**src/rtl/swire_pkg.sv**
```systemverilog
package swire_pkg;
  localparam int ADDR_W = 5;
  localparam logic [ADDR_W-1:0] OFS_REV = 5'h00;
  localparam logic [ADDR_W-1:0] OFS_TXD = 5'h04;
  localparam logic [ADDR_W-1:0] OFS_RXD = 5'h08;
  localparam logic [ADDR_W-1:0] OFS_CTL = 5'h0C;
  localparam logic [ADDR_W-1:0] OFS_FLG = 5'h10;
  localparam logic [ADDR_W-1:0] OFS_SCF = 5'h14;
  localparam logic [ADDR_W-1:0] OFS_SST = 5'h18;

  localparam int CTL_MODE = 0;
  localparam int CTL_DIR  = 1;
  localparam int CTL_INIT = 2;
  localparam int CTL_GO   = 4;
  localparam int CTL_CKEN = 5;
  localparam int CTL_IE   = 6;
  localparam int SCF_SRST = 1;

  localparam int FLG_TMO = 0;
  localparam int FLG_RXC = 1;
  localparam int FLG_TXC = 2;

  typedef enum logic [1:0] {XF_TX, XF_RX, XF_BRK} xfer_e;

  // strobes from the sequencer to the register/datapath side
  typedef struct packed {
    logic shiftTx;
    logic shiftRx;
    logic rxBit;
    logic doneTx;
    logic doneRx;
    logic doneTmo;
  } strobe_t;

  function automatic int maxOf(int a, int b);
    return (a > b) ? a : b;
  endfunction
endpackage

```
**src/rtl/swire_dpath.sv**
```systemverilog
module swire_dpath
  import swire_pkg::*;
#(
  parameter logic [3:0] REV_MAJOR = 4'd1,
  parameter logic [3:0] REV_MINOR = 4'd0,
  parameter int SRST_TICKS = 16
) (
  input  logic              clk,
  input  logic              rstN,
  input  logic [ADDR_W-1:0] addr,
  input  logic              wrEn,
  input  logic              rdEn,
  input  logic [7:0]        wrData,
  output logic [7:0]        rdData,
  input  strobe_t           stb,
  input  logic              lineIn,
  output logic              lineLvl,
  output logic              lineFell,
  output logic              start,
  output xfer_e             startKind,
  output logic              txBit,
  output logic              busy,
  output logic              abort,
  output logic [2:0]        flags,
  output logic              irq
);
  localparam int SW = $clog2(SRST_TICKS + 1);

  logic [7:0] txReg, rxReg, txSh, rxSh;
  logic mode, dir, init, go, cken, ie;
  logic [2:0] flg;
  logic [SW-1:0] srstCnt;
  logic [2:0] syncQ;
  logic srstBusy, srstReq, ctlWr, flgRd;

  assign srstBusy = (srstCnt != '0);
  assign srstReq  = wrEn && (addr == OFS_SCF) && wrData[SCF_SRST];
  assign ctlWr    = wrEn && (addr == OFS_CTL) && !srstBusy;
  assign flgRd    = rdEn && (addr == OFS_FLG) && !srstBusy;
  assign start    = ctlWr && wrData[CTL_GO] && !go;
  assign startKind = wrData[CTL_INIT] ? XF_BRK : (wrData[CTL_DIR] ? XF_RX : XF_TX);
  assign abort    = srstReq || srstBusy;
  assign txBit    = txSh[0];
  assign busy     = go;
  assign flags    = flg;
  assign irq      = ie && (flg != '0);
  assign lineLvl  = syncQ[1];
  assign lineFell = syncQ[2] && !syncQ[1];

  always_ff @(posedge clk or negedge rstN) begin
    if (!rstN) begin
      syncQ <= '1;
      srstCnt <= '0;
      txReg <= '0; rxReg <= '0; txSh <= '0; rxSh <= '0;
      mode <= 1'b0; dir <= 1'b0; init <= 1'b0; go <= 1'b0; cken <= 1'b0; ie <= 1'b0;
      flg <= '0;
    end else begin
      syncQ <= {syncQ[1:0], lineIn};
      if (srstReq || srstBusy) begin
        srstCnt <= srstReq ? SW'(SRST_TICKS) : srstCnt - 1'b1;
        txReg <= '0; rxReg <= '0; txSh <= '0; rxSh <= '0;
        mode <= 1'b0; dir <= 1'b0; init <= 1'b0; go <= 1'b0; cken <= 1'b0; ie <= 1'b0;
        flg <= '0;
      end else begin
        if (wrEn && addr == OFS_TXD) txReg <= wrData;
        if (ctlWr) begin
          mode <= wrData[CTL_MODE];
          cken <= wrData[CTL_CKEN];
          ie   <= wrData[CTL_IE];
          if (!go) begin
            dir  <= wrData[CTL_DIR];
            init <= wrData[CTL_INIT];
            go   <= wrData[CTL_GO];
          end
        end
        if (start) txSh <= txReg;
        else if (stb.shiftTx) txSh <= {1'b0, txSh[7:1]};
        if (stb.shiftRx) rxSh <= {stb.rxBit, rxSh[7:1]};
        if (stb.doneRx) rxReg <= {stb.rxBit, rxSh[7:1]};
        if (stb.doneTx || stb.doneRx || stb.doneTmo) go <= 1'b0;
        if (stb.doneTmo) init <= 1'b0;
        // a flag raised on the edge of a clearing read is kept
        flg <= (flg & ~{3{flgRd}}) | {stb.doneTx, stb.doneRx, stb.doneTmo};
      end
    end
  end

  always_comb begin
    rdData = '0;
    case (addr)
      OFS_REV: rdData = {REV_MAJOR, REV_MINOR};
      OFS_TXD: rdData = txReg;
      OFS_RXD: rdData = rxReg;
      OFS_CTL: rdData = {1'b0, ie, cken, go, 1'b0, init, dir, mode};
      OFS_FLG: rdData = {5'b0, flg};
      OFS_SCF: rdData = {6'b0, srstBusy, 1'b0};
      OFS_SST: rdData = {7'b0, !srstBusy};
      default: rdData = '0;
    endcase
  end
endmodule

```
**src/rtl/swire_ctrl.sv**
```systemverilog
module swire_ctrl
  import swire_pkg::*;
#(
  parameter int BRK_LOW_TICKS  = 19000,
  parameter int BRK_REC_TICKS  = 4000,
  parameter int CELL_TICKS     = 20000,
  parameter int ONE_LOW_TICKS  = 3000,
  parameter int ZERO_LOW_TICKS = 12000,
  parameter int RX_WAIT_TICKS  = 32000,
  parameter int SAMPLE_TICKS   = 6500
) (
  input  logic    clk,
  input  logic    rstN,
  input  logic    softRst,
  input  logic    start,
  input  xfer_e   startKind,
  input  logic    txBit,
  input  logic    lineLvl,
  input  logic    lineFell,
  output strobe_t stb,
  output logic    lineOe
);
  localparam int CMAX = maxOf(maxOf(maxOf(BRK_LOW_TICKS, BRK_REC_TICKS),
                                    maxOf(CELL_TICKS, RX_WAIT_TICKS)), SAMPLE_TICKS);
  localparam int CW = $clog2(CMAX + 1);

  typedef enum logic [2:0] {S_IDLE, S_BLOW, S_BREC, S_TLOW, S_THIGH, S_RWAIT, S_RSAMP} st_e;

  st_e st, stN;
  logic [CW-1:0] cnt, cntN, lowLen;
  logic [2:0] bitIdx, bitN;

  assign lowLen = txBit ? CW'(ONE_LOW_TICKS) : CW'(ZERO_LOW_TICKS);

  always_comb begin
    stN  = st;
    cntN = cnt + 1'b1;
    bitN = bitIdx;
    stb  = '0;
    case (st)
      S_IDLE: begin
        cntN = '0;
        bitN = '0;
        if (start) begin
          case (startKind)
            XF_BRK:  stN = S_BLOW;
            XF_RX:   stN = S_RWAIT;
            default: stN = S_TLOW;
          endcase
        end
      end
      S_BLOW: if (cnt == CW'(BRK_LOW_TICKS - 1)) begin stN = S_BREC; cntN = '0; end
      S_BREC: if (cnt == CW'(BRK_REC_TICKS - 1)) begin stN = S_IDLE; stb.doneTmo = 1'b1; end
      S_TLOW: if (cnt == lowLen - 1'b1) stN = S_THIGH;
      S_THIGH: begin
        if (cnt == CW'(CELL_TICKS - 1)) begin
          cntN = '0;
          if (bitIdx == 3'd7) begin
            stN = S_IDLE;
            stb.doneTx = 1'b1;
          end else begin
            stN = S_TLOW;
            bitN = bitIdx + 1'b1;
            stb.shiftTx = 1'b1;
          end
        end
      end
      S_RWAIT: begin
        if (lineFell) begin
          stN = S_RSAMP;
          cntN = '0;
        end else if (cnt == CW'(RX_WAIT_TICKS - 1)) begin
          stN = S_IDLE;
          stb.doneTmo = 1'b1;
        end
      end
      S_RSAMP: begin
        if (cnt == CW'(SAMPLE_TICKS - 1)) begin
          cntN = '0;
          stb.rxBit = lineLvl;
          if (bitIdx == 3'd7) begin
            stN = S_IDLE;
            stb.doneRx = 1'b1;
          end else begin
            stN = S_RWAIT;
            bitN = bitIdx + 1'b1;
            stb.shiftRx = 1'b1;
          end
        end
      end
      default: stN = S_IDLE;
    endcase
  end

  always_ff @(posedge clk or negedge rstN) begin
    if (!rstN) begin
      st <= S_IDLE; cnt <= '0; bitIdx <= '0; lineOe <= 1'b0;
    end else if (softRst) begin
      st <= S_IDLE; cnt <= '0; bitIdx <= '0; lineOe <= 1'b0;
    end else begin
      st <= stN;
      cnt <= cntN;
      bitIdx <= bitN;
      lineOe <= (stN == S_BLOW) || (stN == S_TLOW);
    end
  end
endmodule

```
**src/rtl/swire_master.sv**
```systemverilog
module swire_master
  import swire_pkg::*;
#(
  parameter logic [3:0] REV_MAJOR = 4'd1,
  parameter logic [3:0] REV_MINOR = 4'd0,
  parameter int SRST_TICKS     = 16,
  parameter int BRK_LOW_TICKS  = 19000,
  parameter int BRK_REC_TICKS  = 4000,
  parameter int CELL_TICKS     = 20000,
  parameter int ONE_LOW_TICKS  = 3000,
  parameter int ZERO_LOW_TICKS = 12000,
  parameter int RX_WAIT_TICKS  = 32000,
  parameter int SAMPLE_TICKS   = 6500
) (
  input  logic       clk,
  input  logic       rstN,
  input  logic [4:0] regAddr,
  input  logic       regWr,
  input  logic       regRd,
  input  logic [7:0] regWrData,
  output logic [7:0] regRdData,
  input  logic       lineIn,
  output logic       lineOe,
  output logic       irq
);
  strobe_t stb;
  xfer_e startKind;
  logic start, txBit, lineLvl, lineFell, busy, abort;
  logic [2:0] flags;

  swire_dpath #(.REV_MAJOR(REV_MAJOR), .REV_MINOR(REV_MINOR), .SRST_TICKS(SRST_TICKS)) u_dpath (
    .clk(clk), .rstN(rstN), .addr(regAddr), .wrEn(regWr), .rdEn(regRd),
    .wrData(regWrData), .rdData(regRdData), .stb(stb), .lineIn(lineIn),
    .lineLvl(lineLvl), .lineFell(lineFell), .start(start), .startKind(startKind),
    .txBit(txBit), .busy(busy), .abort(abort), .flags(flags), .irq(irq)
  );

  swire_ctrl #(
    .BRK_LOW_TICKS(BRK_LOW_TICKS), .BRK_REC_TICKS(BRK_REC_TICKS), .CELL_TICKS(CELL_TICKS),
    .ONE_LOW_TICKS(ONE_LOW_TICKS), .ZERO_LOW_TICKS(ZERO_LOW_TICKS),
    .RX_WAIT_TICKS(RX_WAIT_TICKS), .SAMPLE_TICKS(SAMPLE_TICKS)
  ) u_ctrl (
    .clk(clk), .rstN(rstN), .softRst(abort), .start(start), .startKind(startKind),
    .txBit(txBit), .lineLvl(lineLvl), .lineFell(lineFell), .stb(stb), .lineOe(lineOe)
  );
endmodule

```
**config.mk**
```make
export PLATFORM = sky130hd
export DESIGN_NAME = swire_master
export DESIGN_NICKNAME = d
export VERILOG_FILES = /design/src/rtl/swire_pkg.sv /design/src/rtl/swire_dpath.sv /design/src/rtl/swire_ctrl.sv /design/src/rtl/swire_master.sv
export SDC_FILE = /design/constraint.sdc
export NUM_CORES = 1
export LEC_CHECK = 0
export BUFFER_PORTS_ARGS = -buffer_cell sky130_fd_sc_hd__buf_2
export CAP_MARGIN = 20
export CORE_ASPECT_RATIO = 0.6
export CORE_MARGIN = 2
export CORE_UTILIZATION = 45
export CTS_BUF_LIST = sky130_fd_sc_hd__clkbuf_8
export DETAILED_ROUTE_END_ITERATION = 8
export GPL_TIMING_DRIVEN = 0
export PLACE_DENSITY = 0.72
export SYNTH_ARGS = -nofsm -noshare
export SYNTH_HDL_FRONTEND = slang
export SYNTH_SLANG_ARGS = --single-unit
```
**constraint.sdc**
```tcl
create_clock -name clk -period 4.95 [get_ports clk]
set_input_delay 0 -clock clk [delete_from_list [all_inputs] [get_ports clk]]
set_output_delay 0 -clock clk [all_outputs]
set_load 0.05 [all_outputs]
```
==> results by group, run 1 <==
Finish
  – Share of layout cells above drive strength 1: 0.137
  – Most frequent cells in the layout: dfrtp_1 (67), nor2_1 (62), buf_2 (28)
  – Area Growth Syn to Fin: 15.2%
  – Most common cell after layout, fill and taps aside: dfrtp_1
  – Cell Count, Final, Fillers Out: 545
  – Nets: 455
  – Antenna cell count: 0
  – Fillers: 715

Worst setup path
  – Crit path DAT: 3.14 ns
  – Worst-path cell chain: inv_1, ha_1, nor4b_2, nand4b_1, nor4_1, a211oi_2, o21a_1
  – CP Max Fanout: 9
  – CP Class: flip-flop to flip-flop
  – Crit path buffers/inverters: 1
  – CP Capture Type: flip-flop
  – Highest-delay cell along the critical path: nor4b_2
  – Startpoint types: flip-flop
  – CP top delay family: simple AND/OR/NAND/NOR gates
  – Worst stage delay on the critical path: 0.73 ns
  – Worst Path Required: 5.19 ns

Die
  – Initial Util: 0.468
  – DIE WIDTH: 121 microns
  – I/O pins: 28
  – Cell row count: 25
  – Die area: 8990 sq um
  – Die Ht: 74.2 microns
  – Core area: 7910 sq um

Placement
  – Port Buffer Count: 26
  – Placed instance count: 518
  – Hpwl dp: 6.43 mm
  – GP Congestion: 0.923

Global routing
  – Initial antenna violation count: 0
  – Vias in the first global route: 2856
  – GRT Overall Usage: 0.216
  – Largest net degree at the start of global routing: 71
  – Global-route wire length before repair: 14.6 mm
  – Gr ovfl total: 0

Timing
  – Worst slew margin: 0.411
  – Slew Limit Fails: 0
  – Peak Freq: 345 MHz
  – Skew final: 0.0105 ns
  – Final setup violation count: 0
  – Period utilization: 0.586
  – Final hold viol count: 0
  – Tmin final: 2.90 ns
  – Post-route setup TNS: 0 ns
  – Slew @ Worst Pin: 0.881 ns
  – RSZ-0062 raised after global routing: no

Detailed routing
  – Vias/cell: 5.70
  – Initial drt markers: 365
  – DRT Pass-1 Iters: 5
  – Routed vias: 3107
  – DR DRC count: 0
  – Routed Antenna Nets: 0
  – DR WL/cell: 16.5 microns
  – Final wirelength: 8.98 mm

Status
  – Run status: finished, final reports clean

Clock tree
  – Root Buffer: clkbuf_8
  – Worst-path clk slew: 0.07 ns
  – Cts bufs inserted: 9
  – H-tree levels: 3
  – Clk Latency, worst-skew pair: 0.36 ns
  – Clock Sinks: 70
  – CTS tree: built
  – CTS max path bufs: 2

Power and ir drop
  – Peak supply drop: 0.223 mV
  – Static leakage: 1.84 nW
  – PwrDens: 286 nW/um^2

Hold path
  – Hold Path Class: primary input to flip-flop

Synth
  – Yosys warns: 0
  – Number of flops mapped to enable cells by yosys: 0
  – Sequential area share after synthesis: 0.474
  – Syn Nets: 407
  – Main synth FF type: dfrtp_1
  – Mapped Area: 3700 sq um
  – Avg Inst Size Synth: 9.63 sq um
  – Gate Count Post-Synth: 384
  – Netlist cell types: 53
  – FFs w/ async S/R, synth: 1.00
  – Flip-flop and latch count after synthesis: 70

Run
  – Max_cap viols: 0
## cells in the mapped netlist, types with 2 or more instances
| cell type | n | area share |
|---|---|---|
| dfrtp_1 | 67 | 0.45 |
| nor2_1 | 62 | 0.063 |
| nand2_1 | 27 | 0.027 |
| mux2i_1 | 24 | 0.065 |
| a21oi_1 | 21 | 0.028 |
| nand3_1 | 19 | 0.026 |
| inv_1 | 15 | 0.015 |
| clkbuf_1 | 14 | 0.014 |
| xnor2_1 | 11 | 0.026 |
| a211oi_1 | 8 | 0.016 |
| nand2b_1 | 8 | 0.014 |
| nor3_1 | 7 | 0.0095 |
| o21ai_0 | 7 | 0.0095 |
| nand3b_1 | 6 | 0.012 |
| nand4_1 | 6 | 0.010 |
| nor4_1 | 6 | 0.010 |
| ha_1 | 5 | 0.017 |
| a222oi_1 | 4 | 0.011 |
| a22o_1 | 4 | 0.0095 |
| and3_1 | 4 | 0.0068 |
| nor2b_1 | 4 | 0.0068 |
| xor2_1 | 4 | 0.0095 |
| a22oi_1 | 3 | 0.0061 |
| buf_2 | 3 | 0.0041 |
| dfstp_2 | 3 | 0.021 |
| nand4b_1 | 3 | 0.0071 |
| o22ai_1 | 3 | 0.0051 |
| a2111oi_0 | 2 | 0.0047 |
| a211o_1 | 2 | 0.0047 |
| a31oi_1 | 2 | 0.0034 |
| buf_6 | 2 | 0.0061 |
| nor4bb_1 | 2 | 0.0054 |
| or3_1 | 2 | 0.0034 |
| or3_4 | 2 | 0.0061 |
| or3b_1 | 2 | 0.0047 |
| or4_4 | 2 | 0.0061 |
| or4b_2 | 2 | 0.0054 |
## routing by layer
layer  up-vias  part of all wire  track usage
li1       1468                 -            -
met1      1509              0.49        0.325
met2       121              0.41        0.288
met3         9             0.090       0.0713
met4         0             0.013       0.0711
met5         -                 0            0
## final cells by class
| class | instances | area [sq um] | area share |
|---|---|---|---|
| Clock inverter | 7 | 58.8 | 0.0138 |
| Inverter | 15 | 56.3 | 0.0132 |
| Multi-Input combinational cell | 280 | 1800 | 0.422 |
| Buffer | 19 | 90.1 | 0.0211 |
| Sequential cell | 70 | 1760 | 0.412 |
| Timing Repair Buffer | 37 | 243 | 0.0570 |
| Clock buffer | 9 | 124 | 0.0291 |
| Tap cell | 108 | 135 | 0.0317 |
## state kept, by name (all words and copies together), names as in the netlist, 3 cells and up
register         count
u_dpath.txSh         8
u_dpath.rxSh         7
u_dpath.txReg        8
u_ctrl.bitIdx        3
u_ctrl.cnt          15
u_ctrl.st            3
u_dpath.flags        3
u_dpath.syncQ        3
u_dpath.rxReg        8
u_dpath.srstCnt      5
## stage by stage
stage,power (W),hold WS (ns),worst slack [ns],cell area [sq um],util
final,0.00122,0.0794,2.05,4260,0.538
after global routing,0.00128,0.108,1.85,4260,0.538
after CTS,0.00123,0.0659,2.09,4260,0.538
after detailed placement,0.000787,0.107,2.17,3970,0.501
after global placement,0.000781,0.106,2.22,3970,0.501
after floorplan,0.000730,-0.296,2.68,3700,-
## power by group
group / switching, W / internal, W / leakage (nW)
sequential: 0.0000237 / 0.000597 / 0.958
combinational: 0.000105 / 0.0000601 / 0.782
clock: 0.000209 / 0.000225 / 0.103
## cells by family (layout without fill, tap and decap cells)
family | after synthesis | in the layout | share of synthesized area
AND/OR/NAND/NOR | 173 | 173 | 0.250
XOR/XNOR | 15 | 15 | 0.0355
flip-flops | 70 | 70 | 0.474
AO/OA/AOI/OAI | 63 | 63 | 0.119
adder cells (fa/ha/maj) | 5 | 5 | 0.0169
multiplexers | 24 | 24 | 0.0649
buffers and inverters | 34 | 87 | 0.0396
## worst paths after layout
kind                                    start                to  slack, ns  cells after the start
max                        u_dpath.srstCnt[0]     u_ctrl.lineOe       2.05                      7
min                                     regWr  u_dpath.txReg[6]       0.08                      3
max reg2reg                u_dpath.srstCnt[0]     u_ctrl.lineOe       2.05                      7
min reg2reg                  u_dpath.syncQ[0]  u_dpath.syncQ[1]       0.36                      0
max in group asynchronous                rstN      u_ctrl.st[1]       4.08                      2
min in group asynchronous                rstN     u_ctrl.cnt[9]       0.31                      2
## worst register-to-register path, stage by stage, from the launching register on
cell,delay [ns]
dfrtp_1,0.39
inv_1,0.10
ha_1,0.20
nor4b_2,0.73
nand4b_1,0.53
nor4_1,0.53
a211oi_2,0.16
o21a_1,0.13
## what timing repair did
item	in CTS	in global routing
hold endpoints to repair	83	0
hold buffers	11	0
gates resized for setup	0	0
setup buffers	0	0
Power figures use the tool's default switching activity.
==> run 2, diff against run 1 <==
ABC_AREA = 1   (was default)
PLACE_DENSITY = 0.74   (was 0.72)
clock period = 2.4 ns   (was 4.95 ns; I/O delays follow)
==> run 2 against run 1 <==
  * Clock-buffer cell count rose by 1
  * Worst setup slack got worse by 1.7 ns
  * Non-clock buffer count fell by 8
  * Critical path depth rose by 2
  * Combinational power rose by 120%
  * Register-to-register slack got worse by 1.7 ns
  * Wire length rose by 12%
  * Sequential share of layout area fell by 2.6 points
  * Core utilization fell by 0.30 points
  * Sequential cell count did not move
  * Synthesized area rose by 6.0%
  * Largest cell class unchanged
==> results by group, run 2 <==
Status
  – Run status: finished, final reports clean

Synth
  – Yosys top cell by area: dfrtp_1
  – Flip-flop and latch count after synthesis: 70
  – Gate Count Post-Synth: 513
  – Main synth FF type: dfrtp_1
  – Most frequent cell after synthesis: nand2_1
  – Sequential area share after synthesis: 0.448
  – Syn Nets: 536
  – Area contributors post-synth: dfrtp_1 (43%), nand2_1 (13%), nor2_1 (6.2%), inv_1 (5.8%), nand3_1 (3.8%)
  – Yosys warns: 0
  – Number of flops mapped to enable cells by yosys: 0
  – Top-area cell type share of the netlist area: 0.428
  – FFs w/ async S/R, synth: 1.00
  – Mapped Area: 3920 sq um
  – Netlist cell types: 40
  – Avg Inst Size Synth: 7.64 sq um
  – List of most frequent post-synthesis cells: nand2_1 (134), dfrtp_1 (67), nor2_1 (65), inv_1 (61)

Finish
  – Most common cell after layout, fill and taps aside: nand2_1
  – Area Growth Syn to Fin: 16.0%
  – Share of layout cells above drive strength 1: 0.159
  – Fin area: 4550 sq um
  – Largest Register: u_ctrl.cnt
  – Most frequent cells in the layout: nand2_1 (134), dfrtp_1 (67), nor2_1 (65)
  – Max reg flops: 15
  – Antenna cell count: 0
  – Cell Count, Final, Fillers Out: 678
  – Nets: 584

Global routing
  – Vias in the first global route: 3434
  – Largest net degree at the start of global routing: 71
  – Gr ovfl total: 0
  – Initial antenna violation count: 0
  – GRT Overall Usage: 0.232
  – Global-route wire length before repair: 17.3 mm

Clock tree
  – Post-CTS Setup Repair Bufs: 0
  – PostCTS Resize Cnt: 0
  – Clk Latency, worst-skew pair: 0.36 ns
  – Worst-path clk slew: 0.08 ns
  – H-tree levels: 3
  – CTS max path bufs: 2
  – Cts bufs inserted: 9
  – Root Buffer: clkbuf_8
  – CTS tree: built
  – Clock Sinks: 70

Die
  – Die area: 9500 sq um
  – DIE WIDTH: 124 microns
  – Core area: 8490 sq um
  – Die Ht: 76.3 microns
  – Cell row count: 26
  – Initial Util: 0.462
  – I/O pins: 28

Detailed routing
  – Routed Antenna Nets: 0
  – Initial drt markers: 384
  – Routed vias: 3610
  – Vias/cell: 5.32
  – DR WL/cell: 14.9 microns
  – Final wirelength: 10.1 mm
  – DR DRC count: 0
  – DRT Pass-1 Iters: 5

Worst setup path
  – Worst Path Required: 2.40 ns
  – Worst-path cell chain: inv_1, ha_1, inv_1, nor2_1, nand2_2, nor3_1, a21oi_1, o2111ai_1, buf_2
  – Startpoint types: flip-flop
  – Worst stage delay on the critical path: 0.38 ns
  – Crit path DAT: 2.10 ns
  – CP Class: flip-flop to output pin
  – Most frequent CP cell: inv_1
  – Highest-delay cell along the critical path: dfrtp_1
  – CP Capture Type: output pin
  – CP Max Fanout: 8

Placement
  – GP Congestion: 1.02
  – Pre-CTS setup slack: 0.373 ns
  – Hpwl dp: 7.48 mm
  – Port Buffer Count: 27
  – Placed instance count: 652
  – Placed inst area: 4200 sq um

Timing
  – Worst slew margin: 0.415
  – Skew final: 0.0146 ns
  – Slew Limit Fails: 0
  – Final setup violation count: 0
  – Setup WS post-layout: 0.302 ns
  – Final hold viol count: 0
  – RSZ-0062 raised after global routing: no
  – Slew @ Worst Pin: 0.877 ns
  – Tmin final: 2.10 ns
  – Peak Freq: 477 MHz
  – Period utilization: 0.874
  – Post-route setup TNS: 0 ns

Power and ir drop
  – Static leakage: 2.20 nW
  – PwrDens: 625 nW/um^2
  – Peak supply drop: 0.373 mV

Hold path
  – Hold Path Class: primary input to flip-flop

Run
  – Max_cap viols: 0
## run 2: layout make-up
type                            instances  area (sq um)
Buffer                                 11          80.1
Clock buffer                           10           138
Clock inverter                          6           110
Fill cell                             787          3950
Inverter                               69           262
Multi-Input combinational cell        363          1820
Sequential cell                        70          1760
Tap cell                              112           140
Timing Repair Buffer                   37           238
## run 2: final timing paths
check	start	endpoint	slack (ns)	cells after the start
min in group asynchronous	rstN	u_dpath.srstCnt[3]	0.29	2
max in group asynchronous	rstN	u_ctrl.bitIdx[2]	1.52	2
worst min register to register	u_dpath.syncQ[0]	u_dpath.syncQ[1]	0.36	0
worst max register to register	u_dpath.srstCnt[0]	u_dpath.txSh[3]	0.32	11
worst max-delay path	u_dpath.srstCnt[0]	regRdData[0]	0.30	9
worst min-delay path	regWr	u_dpath.srstCnt[4]	0.02	3
## run 2: timing repair
action                                  4_1_cts  5_1_grt
hold buffers                                 10        0
endpoints found under the setup margin        0        0
endpoints found under the hold margin        81        0
## run 2: per-layer routing
| metal | track usage | vias to the layer above | part of all wire |
|---|---|---|---|
| li1 | - | 1755 | - |
| met3 | 0.0667 | 18 | 0.094 |
| met5 | 0 | - | 0 |
| met4 | 0.0742 | 0 | 0.021 |
| met2 | 0.314 | 163 | 0.39 |
| met1 | 0.355 | 1674 | 0.50 |
## run 2: per-stage QoR
step / utilization / hold slack, ns / total power (W)
2_1_floorplan: - / -0.296 / 0.00154
3_5_place_dp: 0.494 / 0.106 / 0.00166
3_3_place_gp: 0.494 / 0.107 / 0.00165
4_1_cts: 0.535 / 0.00881 / 0.00285
6_report: 0.535 / 0.0187 / 0.00284
5_1_grt: 0.535 / 0.0346 / 0.00297
## run 2: power by group
| part | internal [W] | total [W] | switching [W] |
|---|---|---|---|
| registers | 0.00124 | 0.00129 | 0.0000468 |
| logic | 0.000126 | 0.000363 | 0.000237 |
| clock network | 0.000716 | 0.00119 | 0.000470 |
| total | 0.00209 | 0.00284 | 0.000754 |
## run 2: kinds of logic (layout without fill, tap and decap cells)
kind of cell,count (synthesis),count (layout),share of synthesized area
AND/OR/NAND/NOR,270,270,0.307
AO/OA/AOI/OAI,80,80,0.124
buffers and inverters,80,133,0.0871
flip-flops,70,70,0.448
XOR/XNOR,8,8,0.0179
adder cells (fa/ha/maj),5,5,0.0160
## run 2: worst max-delay path, delay by kind of cell (launching register included)
family	cells	cell delay, ns
and+or+nand+nor	3	0.58
buffers and inverters	3	0.45
DFF	1	0.38
adders and majority gates	1	0.16
AOI/OAI and AO/OA	2	0.16
==> run 3, diff against run 2 <==
CORE_MARGIN = default   (was 2)
==> run 3 against run 2 <==
  * Register-to-register slack about the same
  * Fmax is 1.2% higher
  * Highest routed layer unchanged
  * Global-route usage up 0.11 points
  * Combinational power hardly changed
  * Power down 6.9%
==> results by group, run 3 (same netlist as run 2, synthesis figures left out) <==
Status
  – Run status: finished, final reports clean

Clock tree
  – Clock Sinks: 70
  – Worst-path clk slew: 0.08 ns
  – Cts bufs inserted: 9
  – Root Buffer: clkbuf_8
  – CTS Hold Bufs: 10
  – Post-CTS Setup Repair Bufs: 0
  – PostCTS Resize Cnt: 0
  – CTS max path bufs: 2
  – Clk Latency, worst-skew pair: 0.36 ns
  – CTS tree: built
  – H-tree levels: 3

Finish
  – Fillers: 784
  – Share of layout cells above drive strength 1: 0.161
  – Nets: 584
  – Max reg flops: 15
  – Area Growth Syn to Fin: 14.7%
  – Multi-input logic area: 1820 sq um
  – Most common cell after layout, fill and taps aside: nand2_1
  – Reg area: 1760 sq um
  – Cell Count, Final, Fillers Out: 674
  – Largest Register: u_ctrl.cnt
  – Most frequent cells in the layout: nand2_1 (134), dfrtp_1 (67), nor2_1 (65)
  – Antenna cell count: 0

Timing
  – Post-route setup TNS: 0 ns
  – Worst slew margin: 0.411
  – Period utilization: 0.864
  – Slew Limit Fails: 0
  – Final setup violation count: 0
  – Peak Freq: 482 MHz
  – Setup WS post-layout: 0.326 ns
  – Skew final: 0.00812 ns
  – RSZ-0062 raised after global routing: no
  – Final hold viol count: 0
  – Tmin final: 2.07 ns
  – Fin Hold WS: 0.0164 ns
  – Slew @ Worst Pin: 0.884 ns

Detailed routing
  – Initial drt markers: 364
  – Routed Antenna Nets: 0
  – Final wirelength: 9.86 mm
  – DR DRC count: 0
  – DR WL/cell: 14.6 microns
  – DRT Pass-1 Iters: 7
  – Routed vias: 3552
  – Vias/cell: 5.27

Die
  – Cell row count: 25
  – Initial Util: 0.480
  – Core area: 8160 sq um
  – Die Ht: 74.3 microns
  – Die area: 9100 sq um
  – DIE WIDTH: 122 microns
  – I/O pins: 28

Hold path
  – Hold Path Class: primary input to flip-flop
  – Number of cells on the worst hold path: 4

Power and ir drop
  – Clock share of power: 0.376
  – Sequential share of power: 0.487
  – Static leakage: 2.18 nW
  – Int Pwr: 0.00188 W
  – Sw power: 0.000761 W
  – Logic pwr share: 0.137
  – Sw frac: 0.288
  – Peak supply drop: 0.300 mV
  – PwrDens: 588 nW/um^2

Worst setup path
  – Reg2reg start: u_dpath.srstCnt[0]
  – CP endpoint: u_ctrl.lineOe
  – Worst-path cell chain: inv_1, ha_1, inv_1, nor2_1, nand2_2, inv_2, nand2_8, inv_4, buf_6, buf_4, nand2_1, nor2_1
  – Worst stage delay on the critical path: 0.38 ns
  – Slack of the worst reg-to-reg path: 0.33 ns
  – Worst Path Required: 2.67 ns
  – Reg2reg end: u_ctrl.lineOe
  – CP Class: flip-flop to flip-flop
  – Crit path DAT: 2.34 ns
  – Reg2reg path depth: 12
  – CP Max Fanout: 10
  – CP Capture Type: flip-flop
  – Critical path origin: u_dpath.srstCnt[0]
  – Highest-delay cell along the critical path: dfrtp_1
  – Startpoint types: flip-flop

Placement
  – Port Buffer Count: 27
  – Placed instance count: 648
  – Hpwl dp: 7.41 mm
  – Pre-CTS setup slack: 0.359 ns
  – GP Congestion: 0.952

Global routing
  – Global-route wire length before repair: 15.8 mm
  – Initial antenna violation count: 0
  – Gr ovfl total: 0
  – Vias in the first global route: 3140
  – Largest net degree at the start of global routing: 71
  – GRT Overall Usage: 0.233

Run
  – Max_cap viols: 0
## run 3: cell count changes in the layout (fill, tap and decap cells not counted)
cell | previous run | this run
bufinv_16 | 3 | 1
inv_6 | 0 | 2
clkinv_2 | 0 | 1
clkinv_4 | 1 | 0
clkinvlp_4 | 1 | 2
inv_1 | 62 | 61
## run 3: layout make-up
cell class | count | area share
multi-input combinational | 363 | 0.405
sequential | 70 | 0.390
inverter | 69 | 0.0581
timing repair buffer | 37 | 0.0529
clock buffer | 10 | 0.0306
tap | 108 | 0.0300
buffer | 11 | 0.0178
clock inverter | 6 | 0.0150
## run 3: critical path: cells and delay by family, from the launching register on
| kind | cells | cell delay [ns] |
|---|---|---|
| adders and majority gates | 1 | 0.16 |
| DFF | 1 | 0.38 |
| buffers and inverters | 6 | 0.80 |
| and+or+nand+nor | 5 | 0.64 |
## run 3: how the worst min path moves through the flow
stage | from | to | slack (ns)
final | regWr | u_dpath.txReg[5] | 0.02
after global routing | regWr | u_dpath.srstCnt[4] | 0.03
after CTS | regWr | u_dpath.txReg[5] | 0.0008
after detailed placement | lineIn | u_dpath.syncQ[0] | 0.11
after global placement | lineIn | u_dpath.syncQ[0] | 0.11
after floorplan | rstN | u_ctrl.bitIdx[0] | -0.30
## run 3: stage by stage
| step | total power (W) | utilization | area (sq um) |
|---|---|---|---|
| 2_1_floorplan | 0.00154 | - | 3920 |
| 4_1_cts | 0.00267 | 0.551 | 4500 |
| 6_report | 0.00264 | 0.551 | 4500 |
| 3_5_place_dp | 0.00166 | 0.514 | 4190 |
| 5_1_grt | 0.00278 | 0.551 | 4500 |
| 3_3_place_gp | 0.00165 | 0.513 | 4190 |
## run 3: power by group through the flow
stage	clock, W	sequential [W]	combinational, W
2_1_floorplan	0	0.00130	0.000246
3_3_place_gp	0	0.00131	0.000341
3_5_place_dp	0	0.00131	0.000349
4_1_cts	0.00102	0.00129	0.000364
5_1_grt	0.00107	0.00129	0.000415
6_report	0.000994	0.00129	0.000362
## run 3: layer usage
layer | vias to the layer above | part of all wire | track usage
met2 | 126 | 0.38 | 0.295
met1 | 1669 | 0.52 | 0.370
met5 | - | 0 | 0
met4 | 0 | 0.0086 | 0.0556
met3 | 7 | 0.091 | 0.0775
li1 | 1750 | - | -
